--- src/rtl/csr_pkg.sv ---
package csr_pkg;

    typedef enum logic [1:0] {
        CSR_NOP = 2'b00,
        CSR_WR  = 2'b01,
        CSR_SET = 2'b10,
        CSR_CLR = 2'b11
    } csr_kind_e;

    typedef struct packed {
        logic      imm;
        csr_kind_e kind;
    } csr_op_t;

    typedef enum logic [1:0] {
        SEL_NONE,
        SEL_SCRATCH,
        SEL_STATUS,
        SEL_CYCLE
    } csr_sel_e;

    localparam logic [11:0] ADDR_SCRATCH = 12'h140;
    localparam logic [11:0] ADDR_STATUS  = 12'h100;
    localparam logic [11:0] ADDR_CYCLE   = 12'hC00;

    localparam logic [1:0] PRIV_U = 2'b00;
    localparam logic [1:0] PRIV_S = 2'b01;
    localparam logic [1:0] PRIV_M = 2'b11;

    function automatic logic addr_read_only(input logic [11:0] a);
        return a[11:10] == 2'b11;
    endfunction

    function automatic logic [1:0] addr_min_priv(input logic [11:0] a);
        return a[9:8];
    endfunction

    function automatic csr_sel_e addr_select(input logic [11:0] a);
        case (a)
            ADDR_SCRATCH: return SEL_SCRATCH;
            ADDR_STATUS:  return SEL_STATUS;
            ADDR_CYCLE:   return SEL_CYCLE;
            default:      return SEL_NONE;
        endcase
    endfunction

endpackage

--- src/rtl/csr_decode.sv ---
module csr_decode
    import csr_pkg::*;
(
    input  csr_op_t     op,
    input  logic [11:0] addr,
    input  logic        src_zero,
    input  logic [1:0]  priv,
    output csr_sel_e    sel,
    output logic        active,
    output logic        illegal,
    output logic        do_write
);
    logic wants_write;
    logic ro_fault;
    logic priv_fault;

    always_comb begin
        sel         = addr_select(addr);
        active      = op.kind != CSR_NOP;
        wants_write = (op.kind == CSR_WR) || !src_zero;
        ro_fault    = wants_write && addr_read_only(addr);
        priv_fault  = priv < addr_min_priv(addr);
        illegal     = active && (sel == SEL_NONE || ro_fault || priv_fault);
        do_write    = active && wants_write && !illegal;
    end
endmodule

--- src/rtl/csr_regfile.sv ---
module csr_regfile
    import csr_pkg::*;
#(
    parameter int XLEN     = 64,
    parameter bit HAS_USER = 1'b1
) (
    input  logic            clk,
    input  logic            rst,
    input  csr_sel_e        sel,
    input  csr_kind_e       kind,
    input  logic            do_write,
    input  logic [XLEN-1:0] operand,
    output logic [XLEN-1:0] old_val
);
    localparam logic [XLEN-1:0] STAT_WMASK =
        XLEN'((64'd1 << 1) | (64'd1 << 5) | (64'd1 << 8) | (64'd1 << 18) | (64'd1 << 19));

    logic [XLEN-1:0] scratch_q;
    logic [XLEN-1:0] stat_q;
    logic [XLEN-1:0] cyc_q;
    logic [XLEN-1:0] stat_fixed;
    logic [XLEN-1:0] new_val;

    generate
        if (XLEN == 64) begin : g_width_field
            assign stat_fixed = HAS_USER ? (XLEN'(2) << 32) : '0;
        end else begin : g_no_width_field
            assign stat_fixed = '0;
        end
    endgenerate

    always_comb begin
        case (sel)
            SEL_SCRATCH: old_val = scratch_q;
            SEL_STATUS:  old_val = (stat_q & STAT_WMASK) | stat_fixed;
            SEL_CYCLE:   old_val = cyc_q;
            default:     old_val = '0;
        endcase
        case (kind)
            CSR_WR:  new_val = operand;
            CSR_SET: new_val = old_val | operand;
            CSR_CLR: new_val = old_val & ~operand;
            default: new_val = old_val;
        endcase
    end

    always_ff @(posedge clk) begin
        if (rst) begin
            scratch_q <= '0;
            stat_q    <= '0;
            cyc_q     <= '0;
        end else begin
            cyc_q <= cyc_q + 1'b1;
            if (do_write && sel == SEL_SCRATCH) scratch_q <= new_val;
            if (do_write && sel == SEL_STATUS)  stat_q    <= new_val & STAT_WMASK;
        end
    end
endmodule

--- src/rtl/csr_unit.sv ---
module csr_unit
    import csr_pkg::*;
#(
    parameter int XLEN     = 64,
    parameter bit HAS_USER = 1'b1
) (
    input  logic            clk,
    input  logic            rst,
    input  logic [2:0]      op_i,
    input  logic [11:0]     addr_i,
    input  logic [XLEN-1:0] rs1_val_i,
    input  logic [4:0]      zimm_i,
    input  logic            src_zero_i,
    input  logic [1:0]      priv_i,
    output logic [XLEN-1:0] rd_data_o,
    output logic            rd_we_o,
    output logic            illegal_o
);
    csr_op_t         op;
    csr_sel_e        sel;
    logic            active;
    logic            illegal;
    logic            do_write;
    logic [XLEN-1:0] operand;
    logic [XLEN-1:0] old_val;

    assign op      = csr_op_t'(op_i);
    assign operand = op.imm ? XLEN'(zimm_i) : rs1_val_i;

    csr_decode u_dec (
        .op       (op),
        .addr     (addr_i),
        .src_zero (src_zero_i),
        .priv     (priv_i),
        .sel      (sel),
        .active   (active),
        .illegal  (illegal),
        .do_write (do_write)
    );

    csr_regfile #(.XLEN(XLEN), .HAS_USER(HAS_USER)) u_rf (
        .clk      (clk),
        .rst      (rst),
        .sel      (sel),
        .kind     (op.kind),
        .do_write (do_write),
        .operand  (operand),
        .old_val  (old_val)
    );

    assign illegal_o = illegal;
    assign rd_we_o   = active && !illegal;
    assign rd_data_o = illegal ? '0 : old_val;
endmodule

--- config.mk ---
export PLATFORM = sky130hd
export DESIGN_NAME = csr_unit
export DESIGN_NICKNAME = d
export VERILOG_FILES = /design/src/rtl/csr_pkg.sv /design/src/rtl/csr_decode.sv /design/src/rtl/csr_regfile.sv /design/src/rtl/csr_unit.sv
export SDC_FILE = /design/constraint.sdc
export NUM_CORES = 1
export LEC_CHECK = 0
export BUFFER_PORTS_ARGS = -buffer_cell sky130_fd_sc_hd__buf_2
export CAP_MARGIN = 20
export CELL_PAD_IN_SITES_DETAIL_PLACEMENT = 2
export CELL_PAD_IN_SITES_GLOBAL_PLACEMENT = 2
export CORE_MARGIN = 2
export CORE_UTILIZATION = 30
export CTS_BUF_LIST = sky130_fd_sc_hd__clkbuf_4 sky130_fd_sc_hd__clkbuf_8
export CTS_CLUSTER_SIZE = 20
export DETAILED_ROUTE_END_ITERATION = 8
export PLACE_DENSITY = 0.86
export SETUP_SLACK_MARGIN = 0.4
export SLEW_MARGIN = 40
export SYNTH_ARGS = -nofsm -noshare
export SYNTH_HDL_FRONTEND = slang
export SYNTH_SLANG_ARGS = --single-unit
--- constraint.sdc ---
create_clock -name clk -period 2.21 [get_ports clk]
set_clock_uncertainty 0.2 [all_clocks]
set_input_delay 0.1105 -clock clk [delete_from_list [all_inputs] [get_ports clk]]
set_output_delay 0.1105 -clock clk [all_outputs]
set_load 0.01 [all_outputs]
==> results.md, run 1 <==
* Sequential fraction of the synthesis area at between 30% and 40%
* Cell area after synthesis at just under 9000 sq um
* RePlAce Congestion at 0.8057
* Die W at between 150 and 200 microns
* Syn nets at roughly 1300
* Buffer type at the clock tree root: clkbuf_8
* Initial antenna violation count at 9
* Post-synth cell types at 55
* Error message: [ERROR DPL-0033] detailed placement checks failed during check placement.
* Number of port buffers at between 150 and 200
* Post-synthesis async set-or-reset flop share at 0%
* Worst_ep kind: register input
* Syn Area/Cell at approximately 7.3 sq um
* CTS Buf Count at 17
* Synth Warn # at 0
* Commonest register cell after synthesis: dfxtp_1
* Worst EP post-GRT repair: u_rf.cyc_q[61]$_SDFF_PP0_/D
* Post-DP HPWL at ~27000 microns
* Clk sinks at roughly 130
* Effective utilization at floorplan at 30.61%
* Cells after Synth at ~1200
* Max clock buf depth at 2
* Last step reached: global routing (5_1_grt)
* Die height at around 180 microns
* FP Rows at 62
* EDFF count, synth at 0
* Synth Register Bits at roughly 130
* Io pins at ~160
* Outcome: aborted with a tool error
* Htree depth at 4
* Largest net degree at the start of global routing at a little under 80
==> through the flow <==
stage | setup slack [ns] | cell area [sq um] | cells
floorplan | -0.08074 | 9087 | 1201
global placement | -0.09510 | 10880 | 1738
detailed placement | -0.2392 | 10880 | 1738
CTS | -0.09174 | 14610 | 1892
==> cells by family after synthesis <==
group / count (synthesis) / synth area share [%]
muxes: 70 / 8.025
AOI/OAI and AO/OA: 241 / 17.05
xor gates and xnor gates: 46 / 4.574
DFF: 133 / 30.23
buffers and inverters: 119 / 5.156
adders and majority gates: 2 / 0.2840
and+or+nand+nor: 590 / 34.69
==> synth_stat cells (all sizes together) (12+ instances only) <==
| master | count | share of area (%) |
|---|---|---|
| nor2b | 66 | 4.7 |
| and3 | 67 | 4.8 |
| nand4 | 16 | 1.2 |
| xor2 | 16 | 1.6 |
| nor3 | 32 | 1.9 |
| clkbuf | 95 | 4.0 |
| mux2i | 65 | 7.4 |
| nor2 | 183 | 7.8 |
| o21ai | 135 | 7.7 |
| nor3b | 49 | 4.2 |
| nand3 | 26 | 1.6 |
| xnor2 | 30 | 3.0 |
| a21oi | 21 | 1.2 |
| nand2 | 101 | 4.3 |
| inv | 12 | 0.51 |
| dfxtp | 133 | 30 |
| a221oi | 56 | 5.6 |
==> timing repair <==
item                                    in CTS
resized for setup                          447
gates cloned                                13
buffers inserted                            61
pin swaps                                  132
hold endpoints to repair                    47
hold buffers                                48
endpoints found under the setup margin     122
==> run 2, diff against run 1 <==
- CELL_PAD_IN_SITES_DETAIL_PLACEMENT: 2 -> not set
- CELL_PAD_IN_SITES_GLOBAL_PLACEMENT: 2 -> not set
- CORE_UTILIZATION: 30 -> 22
- CTS_BUF_LIST: sky130_fd_sc_hd__clkbuf_4 sky130_fd_sc_hd__clkbuf_8 -> not set
- CTS_CLUSTER_SIZE: 20 -> not set
- PLACE_DENSITY: 0.86 -> not set
- PLACE_DENSITY_LB_ADDON: not set -> 0.15
- SETUP_SLACK_MARGIN: 0.4 -> not set
- clock period: 2.21 -> 2.9 ns (I/O delays scaled with it)
==> run 2 against run 1 <==
  * The flow now finishes without violations
  * Area after synthesis unchanged
  * Synthesized cell count stayed put
==> results.md, run 2 <==
* Post-synth cell types at 55 (unchanged)
* Post-Synth Simple-Gate Area at 34.69% (unchanged)
* R2R depth at 6
* Worst path depth at 6
* Worst Path Buf+Inv at 0
* FF-to-FF Start: u_rf.cyc_q[7]
* Clock Latency Late Sink at around 0.42 ns
* XOR/XNOR share of the synthesized area at 4.574% (unchanged)
* RSZ-0062 raised after global routing: false
* Commonest register cell after synthesis: dfxtp_1 (unchanged)
* Area growth from synthesis to layout at 23.37%
* Final ANT Viol Nets at 0
* All-Layer GR Usage at 14.14%
* R2R setup slack at 0.31 ns
* Sequential fraction of the synthesis area at 30.23% (unchanged)
* Synth Register Bits at 133 (unchanged)
* Max-cap viol count at 0
* GR Overflow Total at 0
* Final net count at roughly 1400
* Initial antenna violation count at 0
* Top cell type's share of synthesized area at 30.23% (unchanged)
* Clk sinks at 133 (unchanged)
* Pins Over Slew Limit at 0
* P per Cell Area at slightly above 400 nW/um^2
* WL final at about 29000 microns
* DR iter-0 viols at about 400
* Die area at about 42000 sq um
* EDFF count, synth at 0 (unchanged)
* Placed cells at 1821 (was 1738)
* Worst VDD drop at approximately 0.00032 V
* Critical Path AT at between 2 and 3 ns
* Placed inst area at 10250 sq um (was 10880 sq um)
* Htree depth at 4 (unchanged)
* Final hold slack at 0.02291 ns
* Crit path max fanout at 9
* Most common cell after layout, fill and taps aside: nor2_1
* Setup Crit Path Kind: flop to flop
* Cell with the most instances after synthesis: nor2_1 (unchanged)
* Final setup vio count at 0
* Wire per inst at about 16 microns
* Pre-CTS setup slack at 0.3355 ns (was -0.2392 ns)
* DR vias/cell at between 4 and 5
* Leading area contributor after synthesis: dfxtp_1 (unchanged)
* Minimum clock period at around 2.6 ns
* N_diodes at 0
* Syn nets at 1292 (unchanged)
* Tcrit/Tclk final at between 80% and 90%
* Buffer type at the clock tree root: clkbuf_16 (was clkbuf_8)
* Outcome: finished clean (was aborted with a tool error)
* Fmax at 0.3856 GHz
* Synth cell count leaders: nor2_1 (183), dfxtp_1 (133), o21ai_1 (120) (unchanged)
* Critical path cell sequence: and4_4, and4_4, nand3_2, or4_1, or3_1, a21oi_1
* Syn Area/Cell at 7.334 sq um (unchanged)
* WP data required at approximately 3 ns
* Core ar. at between 30000 and 40000 sq um
* Largest registers: u_rf.cyc_q x64, u_rf.scratch_q x64, u_rf.stat_q x5
* Resized cells post-CTS at 0 (was 447)
* Post-DP HPWL at 21340 microns (was 26900 microns)
* Final Cell Area at approximately 11000 sq um
* Vias in the first global route at roughly 8600
* CP Capture Point: u_rf.cyc_q[63]
* Lkg Pwr at approximately 4.0 nW
* Top post-synthesis cells by area: dfxtp_1 (30%), nor2_1 (7.8%), mux2i_1 (7.4%) (unchanged)
* CTS tree: done
* Largest net degree at the start of global routing at just under 70
* Rel. slew slack at between 50% and 60%
* RePlAce Congestion at 0.7746 (was 0.8057)
* DRC at 0
* Cell area after synthesis at 8808 sq um (unchanged)
* Non-Filler Instances at 1854
* CTS Buf Count at 17 (unchanged)
* Final Hold Vio Count at 0
* Largest family of logic cells by synthesized area: simple AND/OR/NAND/NOR gates (unchanged)
* Crit path capture type: flop
* Crit-path slowest cell: or4_1
* Sum Neg Setup Slack at 0 ns
* Drt pass-1 iters at 5
* Effective utilization at floorplan at 22.22% (was 30.61%)
* Max clock buf depth at 2 (unchanged)
* Die W at 204.1 microns (was 175.4 microns)
* Number of port buffers at 154 (unchanged)
* Slew @ Worst Pin at 0.7006 ns
* Worst path most repeated cell: and4_4
* Vias at between 8000 and 9000
* Crit start category: flop
* Cells after Synth at 1201 (unchanged)
* Crit path max-delay family: simple AND/OR/NAND/NOR gates
* Worst Setup SP: u_rf.cyc_q[7]
* Synth Warn # at 0 (unchanged)
* Synth Area in Adders at 0.2841% (unchanged)
* CP peak stage delay at a little over 0.7 ns
* Fillers at roughly 4400
* Io pins at 155 (unchanged)
* Post-synthesis mux area share at 8.026% (unchanged)
* Compound-Gate Fraction of Synth Area at 17.05% (unchanged)
* Final worst setup slack at slightly above 0.3 ns
* Post-synthesis async set-or-reset flop share at 0% (unchanged)
* Worst hold path type: primary input to flop
* Global-route wire length before repair at ~47000 microns
* Die height at 204.1 microns (was 175.4 microns)
* Reg clk slew, reported paths at approximately 0.060 ns
* Most frequent cells in the layout: nor2_1 (182), buf_2 (152), dfxtp_1 (133)
* FF-to-FF End: u_rf.cyc_q[63]
* Layout cells sized above 1 at 18.59%
* FP Rows at 73 (was 62)
[run 2: cell counts after synthesis]
Identical to the previous run, type by type.
[run 2: metrics by stage]
stage               util, %  total power (W)
global route          27.41         0.004711
finish                27.41         0.004499
floorplan                 -         0.002146
CTS                   27.41         0.004584
global placement      25.86         0.002308
detailed placement    25.86         0.002312
[run 2: kinds of logic after synthesis]
family          after synthesis
buf+inv                     119
flops                       133
fa+ha+maj                     2
mux                          70
compound gates              241
xor+xnor                     46
simple gates                590
[run 2: layer usage]
layer	global-route usage (%)	routed length, microns	up-vias
li1	-	-	4492
met1	18.58	14140	4153
met2	23.58	13790	136
met3	3.125	1198	15
met4	3.106	255	0
met5	0	0	-
[run 2: worst min-delay path by stage]
stage,to,slack [ns],startpoint,cells past startpoint
floorplan,u_rf.scratch_q[10],0.22,u_rf.scratch_q[10],2
global placement,u_rf.scratch_q[36],0.23,u_rf.scratch_q[36],2
detailed placement,u_rf.scratch_q[37],0.24,u_rf.scratch_q[37],2
CTS,u_rf.scratch_q[39],0.004,rs1_val_i[39],4
global route,u_rf.scratch_q[54],0.03,rs1_val_i[54],4
finish,u_rf.scratch_q[26],0.02,rs1_val_i[26],4
[run 2: worst register-to-register path, cell delays in order, from the launching register on]
cell	delay, ns
dfxtp_1	0.42
and4_4	0.29
and4_4	0.27
nand3_2	0.11
or4_1	0.71
or3_1	0.40
a21oi_1	0.14
[run 2: timing repair]
item / in CTS / in global routing
setup buffers: 0 / 0
hold buffers: 1 / 0
setup endpoints to repair: 0 / 0
hold endpoints to repair: 2 / 0
[run 2: area by class of cell]
type	count	area (sq um)	area share [%]
tap	525	656.9	6.045
timing repair buffer	200	1136	10.45
multi-input combinational	949	5749	52.91
clock inverter	15	180.2	1.658
sequential	133	2663	24.50
clock buffer	17	425.4	3.915
inverter	15	56.30	0.5181
[run 2: power breakdown]
group	switching [W]	total, W	internal, W
clock network	0.000876	0.00224	0.00136
logic	0.000269	0.000430	0.000161
registers	0.00000399	0.00183	0.00183
Power figures use the tool's default switching activity.
==> run 3, diff against run 2 <==
- ABC_AREA: not set -> 1
- RECOVER_POWER: not set -> 50
==> run 3 against run 2 <==
  * The flow now finishes with violations (hold timing)
  * Power rose by 2.2%
  * Cell area up 8.3%
  * Global-route usage rose by 1.5 points
  * Critical path depth increased by 6
  * Sequential cell count stayed put
  * Area after synthesis increased by 6.9%
  * Non-clock buffer count increased by 25
  * First-iteration DRC count grew 25%
  * Highest routed layer unchanged
  * Sequential share of layout area shrank 1.9 points
  * Clock power rose by 4%
  * Hold slack got worse by 0.033 ns
==> results.md, run 3 <==
* Die area at 44470 sq um (was 41650 sq um)
* Syn nets at 1820 (was 1292)
* Lkg Pwr at 4.681 nW (was 4.026 nW)
* Post-DP HPWL at 26390 microns (was 21340 microns)
* Fillers at 4874 (was 4424)
* Syn Area/Cell at 5.446 sq um (was 7.334 sq um)
* Synth cell count leaders: nand2_1 (570), nor2_1 (357), inv_1 (218) (was nor2_1 (183), dfxtp_1 (133), o21ai_1 (120))
* Hold Path Depth at 4 (unchanged)
* Clk sinks at 133 (unchanged)
* Cell area after synthesis at 9415 sq um (was 8808 sq um)
* Most frequent cells in the layout: nand2_1 (571), nor2_1 (359), inv_1 (218) (was nor2_1 (182), buf_2 (152), dfxtp_1 (133))
* RePlAce Congestion at 0.9238 (was 0.7746)
* Crit path capture type: output pin (was flop)
* Number of port buffers at 154 (unchanged)
* WL final at 34580 microns (was 29380 microns)
* Post-synthesis async set-or-reset flop share at 0% (unchanged)
* All-Layer GR Usage at 15.65% (was 14.14%)
* Synth Register Bits at 133 (unchanged)
* Max-cap viol count at 0 (unchanged)
* Worst hold path type: primary input to flop (unchanged)
* Die height at 210.9 microns (was 204.1 microns)
* Final net count at 1992 (was 1407)
* Clock Latency Late Sink at 0.44 ns (was 0.42 ns)
* Most common cell after layout, fill and taps aside: nand2_1 (was nor2_1)
* Drt pass-1 iters at 6 (was 5)
* Top cell type's share of synthesized area at 28.28% (was 30.23%)
* Slew @ Worst Pin at 1.220 ns (was 0.7006 ns)
* EDFF count, synth at 0 (unchanged)
* CTS Buf Count at 17 (unchanged)
* Largest registers: u_rf.cyc_q x64, u_rf.scratch_q x64, u_rf.stat_q x5 (unchanged)
* Failing checks: hold timing
* Buffer type at the clock tree root: clkbuf_16 (unchanged)
* R2R depth at 10 (was 6)
* R2R setup slack at 0.33 ns (was 0.31 ns)
* Register area at 2663 sq um (unchanged)
* Post-synth cell types at 38 (was 55)
* Final setup vio count at 0 (unchanged)
* P per Cell Area at 390.6 nW/um^2 (was 414.0 nW/um^2)
* Effective utilization at floorplan at 22.35% (was 22.22%)
* FF-to-FF Start: u_rf.cyc_q[1] (was u_rf.cyc_q[7])
* Critical Path AT at 2.29 ns (was 2.74 ns)
* Top post-synthesis cells by area: dfxtp_1 (28%), nand2_1 (23%), nor2_1 (14%) (was dfxtp_1 (30%), nor2_1 (7.8%), mux2i_1 (7.4%))
* Reg clk slew, reported paths at 0.07 ns (was 0.06 ns)
* Cells after Synth at 1729 (was 1201)
* Tcrit/Tclk final at 90.89% (was 89.43%)
* Crit path max fanout at 37 (was 9)
* DRC at 0 (unchanged)
* Hold path startpoint: rst (was rs1_val_i[26])
* Final core area utilization at 27.93% (was 27.41%)
* Sequential fraction of the synthesis area at 28.28% (was 30.23%)
* Final Hold Vio Count at 9 (was 0)
* Initial antenna violation count at 0 (unchanged)
* Final hold slack at -0.01057 ns (was 0.02291 ns)
* DR iter-0 viols at 503 (was 403)
* Sum Neg Setup Slack at 0 ns (unchanged)
* Global-route wire length before repair at 54720 microns (was 47330 microns)
* WP data required at 2.56 ns (was 3.05 ns)
* Rel. slew slack at 18.69% (was 53.29%)
* Leading area contributor after synthesis: dfxtp_1 (unchanged)
* Vias in the first global route at 10016 (was 8555)
* Setup Crit Path Kind: primary input to output pin (was flop to flop)
* Cell with the most instances after synthesis: nand2_1 (was nor2_1)
* Htree depth at 4 (unchanged)
* N_diodes at 0 (unchanged)
* Largest net degree at the start of global routing at 117 (was 69)
* Minimum clock period at 2.636 ns (was 2.593 ns)
* Area growth from synthesis to layout at 25.00% (was 23.37%)
* FP Rows at 75 (was 73)
* Layout cells sized above 1 at 12.49% (was 18.59%)
* FF-to-FF End: u_rf.cyc_q[42] (was u_rf.cyc_q[63])
* Synth Warn # at 0 (unchanged)
* DR vias/cell at 4.302 (was 4.744)
* GR Overflow Total at 0 (unchanged)
* Io pins at 155 (unchanged)
* RSZ-0062 raised after global routing: false (unchanged)
* Vias at 10549 (was 8796)
* Wire per inst at 14.10 microns (was 15.85 microns)
* Commonest register cell after synthesis: dfxtp_1 (unchanged)
* Area of the multi-input gates at 5524 sq um (was 5749 sq um)
* Fmax at 0.3794 GHz (was 0.3856 GHz)
* Pins Over Slew Limit at 0 (unchanged)
* Final ANT Viol Nets at 0 (unchanged)
* Resized cells post-CTS at 0 (unchanged)
* Hold Path Sink: u_rf.cyc_q[2] (was u_rf.scratch_q[26])
* CTS tree: done (unchanged)
* Max clock buf depth at 2 (unchanged)
* Core ar. at 42130 sq um (was 39640 sq um)
* Outcome: finished, violations left (was finished clean)
* Die W at 210.9 microns (was 204.1 microns)
* Worst VDD drop at 0.0003371 V (was 0.0003204 V)
* Crit start category: primary input (was flop)
## run 3: cells by family after synthesis
logic type / Yosys count / share of synthesized area (%)
compound gates: 194 / 10.50
xor+xnor: 5 / 0.4651
fa+ha+maj: 2 / 0.2657
buf+inv: 300 / 12.86
flops: 133 / 28.28
simple gates: 1095 / 47.63
## run 3: timing repair
item | CTS | global route
buffers inserted | 0 | 0
endpoints found under the hold margin | 49 | 0
hold buffers | 47 | 0
## run 3: per-layer routing
layer	GRT usage, %	vias up	share of wire (%)
met5	0	-	0
met4	3.594	0	1.3
met3	2.156	27	3.2
met2	26.10	192	46
met1	21.39	4692	50
li1	-	5638	-
## run 3: how the worst max path moves through the flow
stage                     slack [ns]              to      startpoint  cells after the start
after floorplan                 0.92  u_rf.cyc_q[42]   u_rf.cyc_q[0]                     10
after global placement          0.56  u_rf.cyc_q[53]  u_rf.cyc_q[10]                      7
after detailed placement        0.52   rd_data_o[57]         op_i[1]                     13
after CTS                       0.23   rd_data_o[57]      src_zero_i                     12
after global routing            0.03   rd_data_o[27]      src_zero_i                     12
final                           0.26   rd_data_o[27]      src_zero_i                     12
## run 3: power by group
group | switching, W | internal [W] | total, W
Combinational | 0.000262 | 0.000173 | 0.000434
Clock | 0.000892 | 0.00144 | 0.00233
Sequential | 0.00000364 | 0.00183 | 0.00183
Total | 0.00116 | 0.00344 | 0.00460
## run 3: cell type report
type / instances / share of cell area, %
timing repair buffer: 225 / 12.23
multi-input combinational: 1296 / 46.94
clock inverter: 12 / 1.531
tap: 539 / 5.730
clock buffer: 19 / 3.678
sequential: 133 / 22.62
inverter: 228 / 7.272
## run 3: worst max-delay path, stage by stage
cell           delay, ns
dlygate4sd3_1       0.54
buf_2               0.12
nand2_1             0.16
nand2_1             0.10
nand2_1             0.08
inv_1               0.09
nand2_1             0.08
nand2_1             0.07
inv_2               0.41
buf_12              0.28
nor2_1              0.06
buf_2               0.14
## run 3: per-stage QoR
stage / cells / setup slack, ns / area (sq um) / power, W
2_1_floorplan: 1729 / 0.9239 / 9415 / 0.002121
3_3_place_gp: 2374 / 0.5572 / 10740 / 0.002265
3_5_place_dp: 2374 / 0.5217 / 10740 / 0.002269
4_1_cts: 2452 / 0.2287 / 11820 / 0.004686
5_1_grt: 2452 / 0.03184 / 11770 / 0.004818
6_report: 2452 / 0.2642 / 11770 / 0.004597
